`config.mk`:
```
export PLATFORM = sky130hd
export DESIGN_NAME = dual_bank_intc
export DESIGN_NICKNAME = d
export VERILOG_FILES = /design/src/rtl/intc_pkg.sv /design/src/rtl/intc_decode.sv /design/src/rtl/intc_bank.sv /design/src/rtl/dual_bank_intc.sv
export SDC_FILE = /design/constraint.sdc
export NUM_CORES = 1
export LEC_CHECK = 0
export BUFFER_PORTS_ARGS = -buffer_cell sky130_fd_sc_hd__buf_4
export CORE_UTILIZATION = 60
export DETAILED_ROUTE_END_ITERATION = 12
export PLACE_DENSITY = 0.86
export SYNTH_ARGS = -nofsm -noshare
export SYNTH_HDL_FRONTEND = slang
export SYNTH_SLANG_ARGS = --single-unit
```
`constraint.sdc`:
```
create_clock -name clk -period 5.75 [get_ports clk]
set_input_delay 1.15 -clock clk [delete_from_list [all_inputs] [get_ports clk]]
set_output_delay 1.15 -clock clk [all_outputs]
set_load 0.1 [all_outputs]
```
`src/rtl/intc_pkg.sv`:
```
package intc_pkg;

  typedef enum logic [1:0] {
    REG_EVENTS = 2'd0,
    REG_MASK   = 2'd1,
    REG_CLEAR  = 2'd2,
    REG_LEVELS = 2'd3
  } intc_reg_e;

  // Level-mode bits each bank carries out of reset.
  function automatic logic [31:0] lt_reset_word(input int bank);
    return (bank == 1) ? 32'h1FF0_0000 : 32'h0000_0000;
  endfunction

endpackage

```
`src/rtl/intc_decode.sv`:
```
module intc_decode
  import intc_pkg::*;
#(
  parameter int ADDR_W    = 32,
  parameter int NUM_BANKS = 2,
  localparam int BIDX_W   = (NUM_BANKS > 1) ? $clog2(NUM_BANKS) : 1
) (
  input  logic [ADDR_W-1:0] addr,
  output logic              hit,
  output logic [BIDX_W-1:0] bank_idx,
  output intc_reg_e         reg_sel
);
  logic [11:0] a12;
  logic [11:0] rel;

  assign a12      = addr[11:0];
  assign rel      = a12 - 12'h010;
  assign hit      = (a12 >= 12'h010) && (rel[11:4] < 8'(NUM_BANKS));
  assign bank_idx = rel[4 +: BIDX_W];
  assign reg_sel  = intc_reg_e'(a12[3:2]);
endmodule

```
`src/rtl/intc_bank.sv`:
```
module intc_bank #(
  parameter int           W       = 32,
  parameter logic [W-1:0] LT_INIT = '0
) (
  input  logic         clk,
  input  logic         rst_n,
  input  logic [W-1:0] in_bits,
  input  logic         mask_we,
  input  logic         clr_we,
  input  logic [W-1:0] wdata,
  output logic [W-1:0] events,
  output logic [W-1:0] mask,
  output logic [W-1:0] levels,
  output logic         pending
);
  logic [W-1:0] rise_bits;
  logic [W-1:0] set_bits;
  logic [W-1:0] clr_bits;

  assign rise_bits = in_bits & ~levels;
  assign set_bits  = rise_bits & ~LT_INIT;
  assign clr_bits  = clr_we ? (wdata & ~LT_INIT) : '0;
  assign pending   = |((events | (levels & LT_INIT)) & mask);

  always_ff @(posedge clk or negedge rst_n) begin
    if (!rst_n) begin
      events <= '0;
      mask   <= '0;
      levels <= '0;
    end else begin
      levels <= in_bits;
      events <= (events & ~clr_bits) | set_bits;
      if (mask_we) mask <= wdata;
    end
  end

  // a level-mode bit never holds a latched event
  a_r9_no_event_in_level_bits: assert property (@(posedge clk) disable iff (!rst_n)
    (events & LT_INIT) == '0);

  // with no clear write, latched events only accumulate
  a_r4_event_sticky: assert property (@(posedge clk) disable iff (!rst_n)
    !clr_we |=> ((events & $past(events)) == $past(events)));

  // a clear never removes a bit that was not written as 1
  a_r5_clear_selective: assert property (@(posedge clk) disable iff (!rst_n)
    clr_we |=> ((events & $past(events & ~wdata)) == $past(events & ~wdata)));

  // a mask write takes the written word in full
  a_r6_mask_load: assert property (@(posedge clk) disable iff (!rst_n)
    mask_we |=> (mask == $past(wdata)));
endmodule

```
`src/rtl/dual_bank_intc.sv`:
```
module dual_bank_intc
  import intc_pkg::*;
#(
  parameter int ADDR_W    = 32,
  parameter int DATA_W    = 32,
  parameter int NUM_BANKS = 2,
  localparam int NUM_IRQ  = NUM_BANKS * DATA_W,
  localparam int BIDX_W   = (NUM_BANKS > 1) ? $clog2(NUM_BANKS) : 1
) (
  input  logic               clk,
  input  logic               rst_n,
  input  logic [NUM_IRQ-1:0] irq_in,
  input  logic               bus_sel,
  input  logic               bus_we,
  input  logic [ADDR_W-1:0]  bus_addr,
  input  logic [DATA_W-1:0]  bus_wdata,
  output logic [DATA_W-1:0]  bus_rdata,
  output logic               irq_out
);
  logic              hit;
  logic [BIDX_W-1:0] bank_idx;
  intc_reg_e         reg_sel;

  logic [DATA_W-1:0] ev_w  [NUM_BANKS];
  logic [DATA_W-1:0] mk_w  [NUM_BANKS];
  logic [DATA_W-1:0] lv_w  [NUM_BANKS];
  logic [NUM_BANKS-1:0] pend;
  logic [NUM_BANKS-1:0] mask_we;
  logic [NUM_BANKS-1:0] clr_we;

  intc_decode #(.ADDR_W(ADDR_W), .NUM_BANKS(NUM_BANKS)) u_dec (
    .addr(bus_addr), .hit(hit), .bank_idx(bank_idx), .reg_sel(reg_sel)
  );

  for (genvar b = 0; b < NUM_BANKS; b++) begin : g_bank
    assign mask_we[b] = bus_sel && bus_we && hit &&
                        (bank_idx == BIDX_W'(b)) && (reg_sel == REG_MASK);
    assign clr_we[b]  = bus_sel && bus_we && hit &&
                        (bank_idx == BIDX_W'(b)) && (reg_sel == REG_CLEAR);

    intc_bank #(.W(DATA_W), .LT_INIT(DATA_W'(lt_reset_word(b)))) u_bank (
      .clk(clk), .rst_n(rst_n),
      .in_bits(irq_in[(NUM_BANKS-1-b)*DATA_W +: DATA_W]),
      .mask_we(mask_we[b]), .clr_we(clr_we[b]), .wdata(bus_wdata),
      .events(ev_w[b]), .mask(mk_w[b]), .levels(lv_w[b]), .pending(pend[b])
    );
  end

  always_comb begin
    bus_rdata = '0;
    if (bus_sel && !bus_we && hit) begin
      case (reg_sel)
        REG_EVENTS: bus_rdata = ev_w[bank_idx];
        REG_MASK:   bus_rdata = mk_w[bank_idx];
        REG_LEVELS: bus_rdata = lv_w[bank_idx];
        default:    bus_rdata = '0;
      endcase
    end
  end

  always_ff @(posedge clk or negedge rst_n) begin
    if (!rst_n) irq_out <= 1'b0;
    else        irq_out <= |pend;
  end

  // the output follows the bank requests one cycle later
  a_r7_raise: assert property (@(posedge clk) disable iff (!rst_n)
    (|pend) |=> irq_out);
  a_r7_quiet: assert property (@(posedge clk) disable iff (!rst_n)
    (pend == '0) |=> !irq_out);

  // at most one bank takes any given write
  a_r8_one_bank: assert property (@(posedge clk) disable iff (!rst_n)
    $onehot0(mask_we | clr_we));

  // nothing reads back outside a decoded window
  a_r8_unmapped_zero: assert property (@(posedge clk) disable iff (!rst_n)
    !hit |-> (bus_rdata == '0));
endmodule

```
* Word-level counts from Yosys, hierarchy flattened
Cells that the tools add are included.
Storage, ports and cells: bits in registers 193, input port bits 132, output and inout port bits 33, logic and storage cells 56
Cells by class: add/subtract/negate cells 1, order comparisons 3, eq/ne operators 3, mux-type cells 13, bitwise operators 15, reductions and logical operators 14
Operators with widths (count):
- $mux 32 | 12
- $and 32x32->32 | 6
- $not 32->32 | 4
- $pmux 32 s3 | 1
- $or 32x32->32 | 2
- $reduce_or 64->1 | 1
- $or 32x29->32 | 1
- $ge 12x5->1 const B | 1
- $sub 12x5->12 const B | 1
- $logic_and 1x1->1 | 11
- $lt 8x2->1 const B | 1
- $eq 2x2->1 const B | 2
- $eq 2x1->1 const B | 1
- $ge 2x2->1 const B | 1
- $logic_not 2->1 | 1
- $not 1->2 | 1
- $logic_not 1->1 | 1
- $not 1->1 | 1

* Longest topological paths before layout
Gate-level depths: netlist (run 1).
depth after elaboration 10, depth in mapped cells 9, mapped depth without buffers 6

* By module
Synthesis (run 1) repeated with hierarchy kept, for this count alone.
Unflattened totals: cells, all modules 713, area total of the unflattened synthesis 8483.1 µm²
By module, submodules not included:
- intc_bank (g_bank[0].u_bank) | times used 1, cells an instance 284, area an instance 3475.8 µm², sequential area each 2402.3 µm²
- intc_bank (g_bank[1].u_bank) | times used 1, cells an instance 248, area an instance 3171.8 µm², sequential area each 2177.1 µm²
- dual_bank_intc | times used 1, cells an instance 166, area an instance 1739.2 µm², sequential area each 25.0 µm²
- intc_decode | times used 1, cells an instance 15, area an instance 96.3 µm², sequential area each 0.0 µm²

* Least setup slack after synthesis (run 1)
OpenSTA, ideal clock, no wires.
path kind input port to output port, from input bus_addr[4], to output bus_rdata[10], arrival time 5003 ps, data required time 4600 ps, path slack -403 ps, cell stages on the path 9, path buffers 3, cells stage by stage clkbuf_1 -> inv_1 -> clkbuf_1 -> ha_1 -> or2_2 -> o31ai_1 -> o2111ai_1 -> clkbuf_1 -> nor3_1
Between the ends: longest elaborated chain between the ends 7
Ends and longest elaborated chain:
- start, declared | RTL line dual_bank_intc.sv:15 | input logic [ADDR_W-1:0] bus_addr,
- branches (longest 6 deep; another with $sub 12x5->12)
- $mux 32 * | RTL line dual_bank_intc.sv:51 | if (bus_sel && !bus_we && hit) begin
- end, declared | RTL line dual_bank_intc.sv:17 | output logic [DATA_W-1:0] bus_rdata,
Every way passes the cells marked *. The select of a mux whose other input is x is not followed.

* Worst setup path after layout (run 1)
from input bus_addr[4], to output bus_rdata[1]
Same word-level chain as after synthesis.

==> results_dict.tcl, run 1 <==
set metrics [dict create \
    syn_nets 826 \
    hold_viol 0 \
    dp_slack_ns 0.791 \
    post_cts_resized 0 \
    clockPowerShare 0.441 \
    cp_slowest_cell "buf_4" \
    area_growth_pct 21.3 \
    io_pins 165 \
    die_w_um 121 \
    slowest_delay_ns 0.44 \
    drt_iter0_drc 968 \
    grt_pass1_vias 7224 \
    clk_path_buf_depth 2 \
    critPathCaptureType "output pin" \
    slew_violations 0 \
    avgViaCountPerCell 6.95 \
    power_density_nw_per_um2 280 \
    holdCritPathClass "reg -> reg" \
    htreeDepth 4 \
    required_ns 4.60 \
    clkTransAtPathRegs_ns 0.06 \
    routedWlPerCell_um 24.9 \
    cell_internal_pwr_mw 2.23 \
    dieArea_um2 14700 \
    yosysWarnings 0 \
    synth_top_area_cell "dfrtp_1" \
    vias 7019 \
    finalCriticalPeriod_ns 4.98 \
    status "finished clean" \
    wirelength_um 25200 \
    core_um2 13900 \
    post-dp-hpwl_um 15700 \
    drv_cap 0 \
    rsz0062_at_grt "no" \
    post_cts_buffers 0 \
    grt_start_max_net_pins 99 \
    cts_inserted_buffers 17 \
    p_sw_uw 672 \
    clock_latency_ns 0.43 \
    start_kind "input pin" \
    p_leak_nw 4.70 \
    netlist_instances 693 \
    grt.total_usage 0.363 \
    grt_overflow 0 \
    setup_tns_ns 0 \
    drc 0 \
    antenna_found_initial 0 \
    start_util 0.615 \
    die_h_um 121 \
    cts-root-buf "clkbuf_16" \
    setup_ws_ns 0.767 \
    seqPwrFrac 0.463 \
    grt_pass1_wl_um 39700 \
    crit_type "in -> out" \
    arrival_ns 3.83 \
    setup_violations 0 \
    worst-path-max-fanout 39 \
    critPathMostFrequentCell "buf_4" \
    yosysUniqueCellTypes 36 \
    num_rows 43 \
    antenna_cells 0 \
    synth_top_cell_area_share 0.539 \
    max_freq_mhz 201 \
    worst_slew_pin_slew_ns 1.28 \
    clock_sinks 184 \
    yosysSeqAreaShare 0.539 \
    fin_skew_ns 0.00747 \
    drtAntennaViolNets 0 \
    crit_chain "buf_4 -> inv_1 -> ha_1 -> or2_2 -> o31ai_1 -> o2111ai_2 -> buf_4 -> nor3_1 -> buf_4" \
    swShare 0.231 \
    ir_drop_mv 0.228 \
    gp_congestion 0.886 \
    postSynthAreaPerCell_um2 12.3 \
    synth_area_leaders "dfrtp_1 (54%), mux2_2 (14%), a221oi_1 (6.4%)" \
    cts_hold_buf 0 \
    fin_crit_sh 0.867 \
    maxSlewHeadroom 0.146 \
    synth-seq-cells 184 \
    critPathBufInv 4 \
    fillers 857 \
    fin_nets 951 \
    port_buffers 142 \
    synth_area_um2 8540 \
    crit_family "buffers and inverters" \
    layout-drive-gt1-share 0.359 \
    dr.pass1.iters 5 \
    power_frac_comb 0.097 \
    total_power_mw 2.90 \
    cts_tree "done" \
]
path summary, 6_finish.rpt:
path                                                       startpoint                               endpoint  slack [ns]  depth (start not counted)
min in group asynchronous                                       rst_n  g_bank[0].u_bank.events[29]$_DFF_PN0_        0.78                          1
worst max register to register  g_bank[0].u_bank.mask[30]$_DFFE_PN0P_                      irq_out$_DFF_PN0_        3.83                          4
max in group asynchronous                                       rst_n  g_bank[0].u_bank.levels[31]$_DFF_PN0_        3.78                          2
worst max-delay path                                      bus_addr[4]                           bus_rdata[1]        0.77                          9
worst min-delay path            g_bank[1].u_bank.mask[19]$_DFFE_PN0P_  g_bank[1].u_bank.mask[19]$_DFFE_PN0P_        0.52                          1
worst min register to register  g_bank[1].u_bank.mask[19]$_DFFE_PN0P_  g_bank[1].u_bank.mask[19]$_DFFE_PN0P_        0.52                          1
state kept, by name, indices dropped and copies added, names as in the netlist:
signal / flops
g_bank.u_bank.levels: 64
g_bank.u_bank.mask: 64
irq_out: 1
g_bank.u_bank.events: 55
layer usage:
metal / vias up / track usage / wire [um]
li1: 2895 / - / -
met1: 3565 / 0.479 / 9700
met2: 477 / 0.590 / 12300
met3: 82 / 0.0620 / 2260
met4: 0 / 0.163 / 873
met5: - / 0 / 0
power by group through the flow:
stage                     Combinational [mW]  Sequential (mW)  Clock [mW]
after floorplan                        0.114             1.38           0
after global placement                 0.267             1.36           0
after detailed placement               0.275             1.37           0
after CTS                              0.278             1.34        1.28
after global routing                   0.298             1.35        1.33
final                                  0.281             1.34        1.28
Yosys cell counts:
cell type	number
inv_1	35
or4_1	1
mux2_1	4
o21ai_0	1
o211a_1	1
nand2b_1	25
nor2_1	21
buf_6	6
dfrtp_1	184
or4_4	1
o2bb2ai_1	9
nor4_4	2
a21oi_1	10
a221oi_1	62
a41oi_1	23
mux2i_1	18
or2_2	1
o31ai_1	1
nand3_1	32
nor2b_1	23
mux2_2	106
and3_1	1
or4b_2	2
clkbuf_1	33
xor2_1	1
ha_1	1
nand2_1	2
o2111ai_1	1
buf_2	2
nor4_2	1
nand3b_1	1
a22o_1	48
buf_1	5
nand4_1	4
nor3_1	24
or2_4	1
worst register-to-register path: cells and delay by family, from the launching register on:
kind	cells	cell delay, ns
AOI/OAI and AO/OA	2	0.66
DFF	1	0.44
and+or+nand+nor	2	0.70
logic make-up (layout without fill, tap and decap cells):
group | Yosys count | after routing | share of synthesized area
adders and majority gates | 1 | 1 | 0.00147
DFF | 184 | 184 | 0.539
muxes | 128 | 128 | 0.166
buffers and inverters | 81 | 218 | 0.0412
xor gates and xnor gates | 1 | 1 | 0.00103
AOI/OAI and AO/OA | 156 | 156 | 0.155
and+or+nand+nor | 142 | 142 | 0.0954
through the flow:
stage	utilization	cell area, um2	hold WS, ns	instances
after global routing	0.746	10400	0.542	1010
after CTS	0.746	10400	0.524	1010
after floorplan	-	8540	0.477	693
after global placement	0.700	9720	0.494	979
after detailed placement	0.700	9720	0.510	979
final	0.746	10400	0.522	1010
layout make-up:
| class | count | area, um2 | area share |
|---|---|---|---|
| flip-flops and latches | 184 | 4600 | 0.445 |
| clock inverters | 8 | 169 | 0.0163 |
| repair buffers | 152 | 1140 | 0.111 |
| well taps | 180 | 225 | 0.0217 |
| clock buffers | 23 | 468 | 0.0452 |
| multi-input cells | 428 | 3610 | 0.349 |
| inverters | 35 | 131 | 0.0127 |
placed cells by master, fill, tap and decap left out, drive strengths merged, types with 2 or more instances in the layout:
master / synthesis / layout
buf: 13 / 152
clkinv: 0 / 3
a41oi: 23 / 23
nand2b: 25 / 25
bufinv: 0 / 5
a21oi: 10 / 10
a22o: 48 / 48
a221oi: 62 / 62
nor4: 3 / 3
dfrtp: 184 / 184
nand3: 32 / 32
nor2b: 23 / 23
mux2i: 18 / 18
or4b: 2 / 2
inv: 35 / 35
nor2: 21 / 21
mux2: 110 / 110
or4: 2 / 2
nor3: 24 / 24
nand2: 2 / 2
o2bb2ai: 9 / 9
clkbuf: 33 / 23
nand4: 4 / 4
or2: 2 / 2
Note: power is estimated with default switching activity, not from simulation.
==> run 2, diff against run 1 <==
--- a/config.mk
+++ b/config.mk
@@ -6,9 +6,8 @@
 export NUM_CORES = 1
 export LEC_CHECK = 0
 export BUFFER_PORTS_ARGS = -buffer_cell sky130_fd_sc_hd__buf_4
-export CORE_UTILIZATION = 60
+export CORE_UTILIZATION = 38
 export DETAILED_ROUTE_END_ITERATION = 12
-export PLACE_DENSITY = 0.86
 export SYNTH_ARGS = -nofsm -noshare
 export SYNTH_HDL_FRONTEND = slang
 export SYNTH_SLANG_ARGS = --single-unit
==> run 2 against run 1 <==
Sequential power hardly changed; via count is 7.3% lower; die area is 57% higher; routed wire length is 3.6% higher; combinational power hardly changed; total power is 4.3% lower; first-iteration DRC count is 53% lower; fmax is 2.7% higher; cell count is 10% higher; core utilization is 27 points lower; clock power is 10% lower; critical path type unchanged.
==> results_dict.tcl, run 2 (same netlist as run 1, synthesis figures left out) <==
set metrics [dict create \
    status "finished clean" \
    die_h_um 152 \
    holdCritPathClass "reg -> reg" \
    maxSlewHeadroom 0.347 \
    grt_start_max_net_pins 96 \
    clk_path_buf_depth 2 \
    worst-path-max-fanout 32 \
    port_buffers 142 \
    r2r_start "g_bank[0].u_bank.mask[30]$_DFFE_PN0P_" \
    ir_drop_mv 0.178 \
    place_inst 1082 \
    htreeDepth 4 \
    cp_slowest_cell "nor3_1" \
    antenna_cells 0 \
    cts-root-buf "clkbuf_16" \
    setup_violations 0 \
    grt_pass1_wl_um 40600 \
    max_freq_mhz 206 \
    post_cts_resized 0 \
    rsz0062_at_grt "no" \
    worst_slew_pin_slew_ns 0.979 \
    core_um2 21900 \
    setup_ws_ns 0.897 \
    setup_tns_ns 0 \
    fin_util 0.478 \
    crit_type "in -> out" \
    io_pins 165 \
    routedWlPerCell_um 23.4 \
    mostFrequentLayoutCell "dfrtp_1" \
    post-dp-hpwl_um 16600 \
    gp_congestion 0.761 \
    drt_iter0_drc 457 \
    dpl_cell_area_um2 9890 \
    wirelength_um 26100 \
    num_rows 54 \
    slowest_delay_ns 0.44 \
    hold_viol 0 \
    dr.pass1.iters 5 \
    fin_nets 954 \
    post_cts_buffers 0 \
    fin_skew_ns 0.00835 \
    avgViaCountPerCell 5.85 \
    area_growth_pct 22.5 \
    dp_slack_ns 0.979 \
    drc 0 \
    die_w_um 152 \
    critPathMostFrequentCell "buf_4" \
    cts_hold_buf 0 \
    required_ns 4.60 \
    critPathCaptureType "output pin" \
    cts_tree "done" \
    fin_area_um2 10500 \
    vias 6506 \
    cts_inserted_buffers 17 \
    fin_crit_sh 0.844 \
    clock_sinks 184 \
    grt_overflow 0 \
    clock_latency_ns 0.43 \
    arrival_ns 3.70 \
    dieArea_um2 23100 \
    power_density_nw_per_um2 266 \
    hold-worst-slack_ns 0.528 \
    start_kind "input pin" \
    drv_cap 0 \
    fin_cells 1113 \
    final_cell_mix "dfrtp_1 (184), buf_4 (153), mux2_2 (106)" \
    total_power_mw 2.78 \
    grt.total_usage 0.231 \
    reg_top3 "g_bank.u_bank.levels: 64 flops, g_bank.u_bank.mask: 64 flops, g_bank.u_bank.events: 55 flops" \
    antenna_found_initial 0 \
    p_leak_nw 4.68 \
    critPathLaunch "bus_addr[4]" \
    grt_pass1_vias 6671 \
    layout-drive-gt1-share 0.363 \
    clkTransAtPathRegs_ns 0.07 \
    min_from "g_bank[1].u_bank.mask[19]$_DFFE_PN0P_" \
    slew_violations 0 \
    start_util 0.390 \
    drtAntennaViolNets 0 \
    crit_chain "buf_4 -> inv_1 -> ha_1 -> or2_2 -> o31ai_1 -> o2111ai_4 -> buf_4 -> nor3_1 -> buf_4" \
    finalCriticalPeriod_ns 4.85 \
]
[run 2: changes by cell type in the layout (fill, tap and decap cells not counted), moves of 2 or more]
cell,delta
buf_4,+2
bufinv_16,-3
inv_6,+2
clkinvlp_4,+2
[run 2: cell type report]
type | instances | area, um2
multi-input combinational | 428 | 3620
sequential | 184 | 4600
clock buffer | 20 | 437
inverter | 35 | 131
fill | 2029 | 11400
tap | 280 | 350
clock inverter | 11 | 125
timing repair buffer | 155 | 1180
[run 2: per-layer routing]
metal	up-vias	track usage	wire, um
met4	0	0.0738	482
met1	3355	0.318	11800
met5	-	0	0
met2	228	0.371	12600
li1	2893	-	-
met3	30	0.0408	1250
[run 2: critical path, delay by kind of cell]
family	cells	cell delay, ns
and+or+nand+nor	2	0.74
buffers and inverters	4	1.04
adders and majority gates	1	0.26
AOI/OAI and AO/OA	2	0.50
[run 2: final timing paths]
| path | end | slack, ns | cells after the start |
|---|---|---|---|
| worst max-delay path | bus_rdata[3] | 0.90 | 9 |
| worst min-delay path | g_bank[1].u_bank.mask[19]$_DFFE_PN0P_ | 0.53 | 1 |
| worst max register to register | irq_out$_DFF_PN0_ | 3.67 | 4 |
| worst min register to register | g_bank[1].u_bank.mask[19]$_DFFE_PN0P_ | 0.53 | 1 |
| max in group asynchronous | g_bank[1].u_bank.levels[28]$_DFF_PN0_ | 3.75 | 2 |
| min in group asynchronous | g_bank[1].u_bank.levels[29]$_DFF_PN0_ | 0.78 | 1 |
[run 2: where the power goes]
part	total, mW	leakage, nW	internal, mW	switching, mW
logic	0.284	2.28	0.117	0.166
clock network	1.15	0.271	0.640	0.515
registers	1.34	2.13	1.32	0.0185
total	2.78	4.68	2.08	0.700
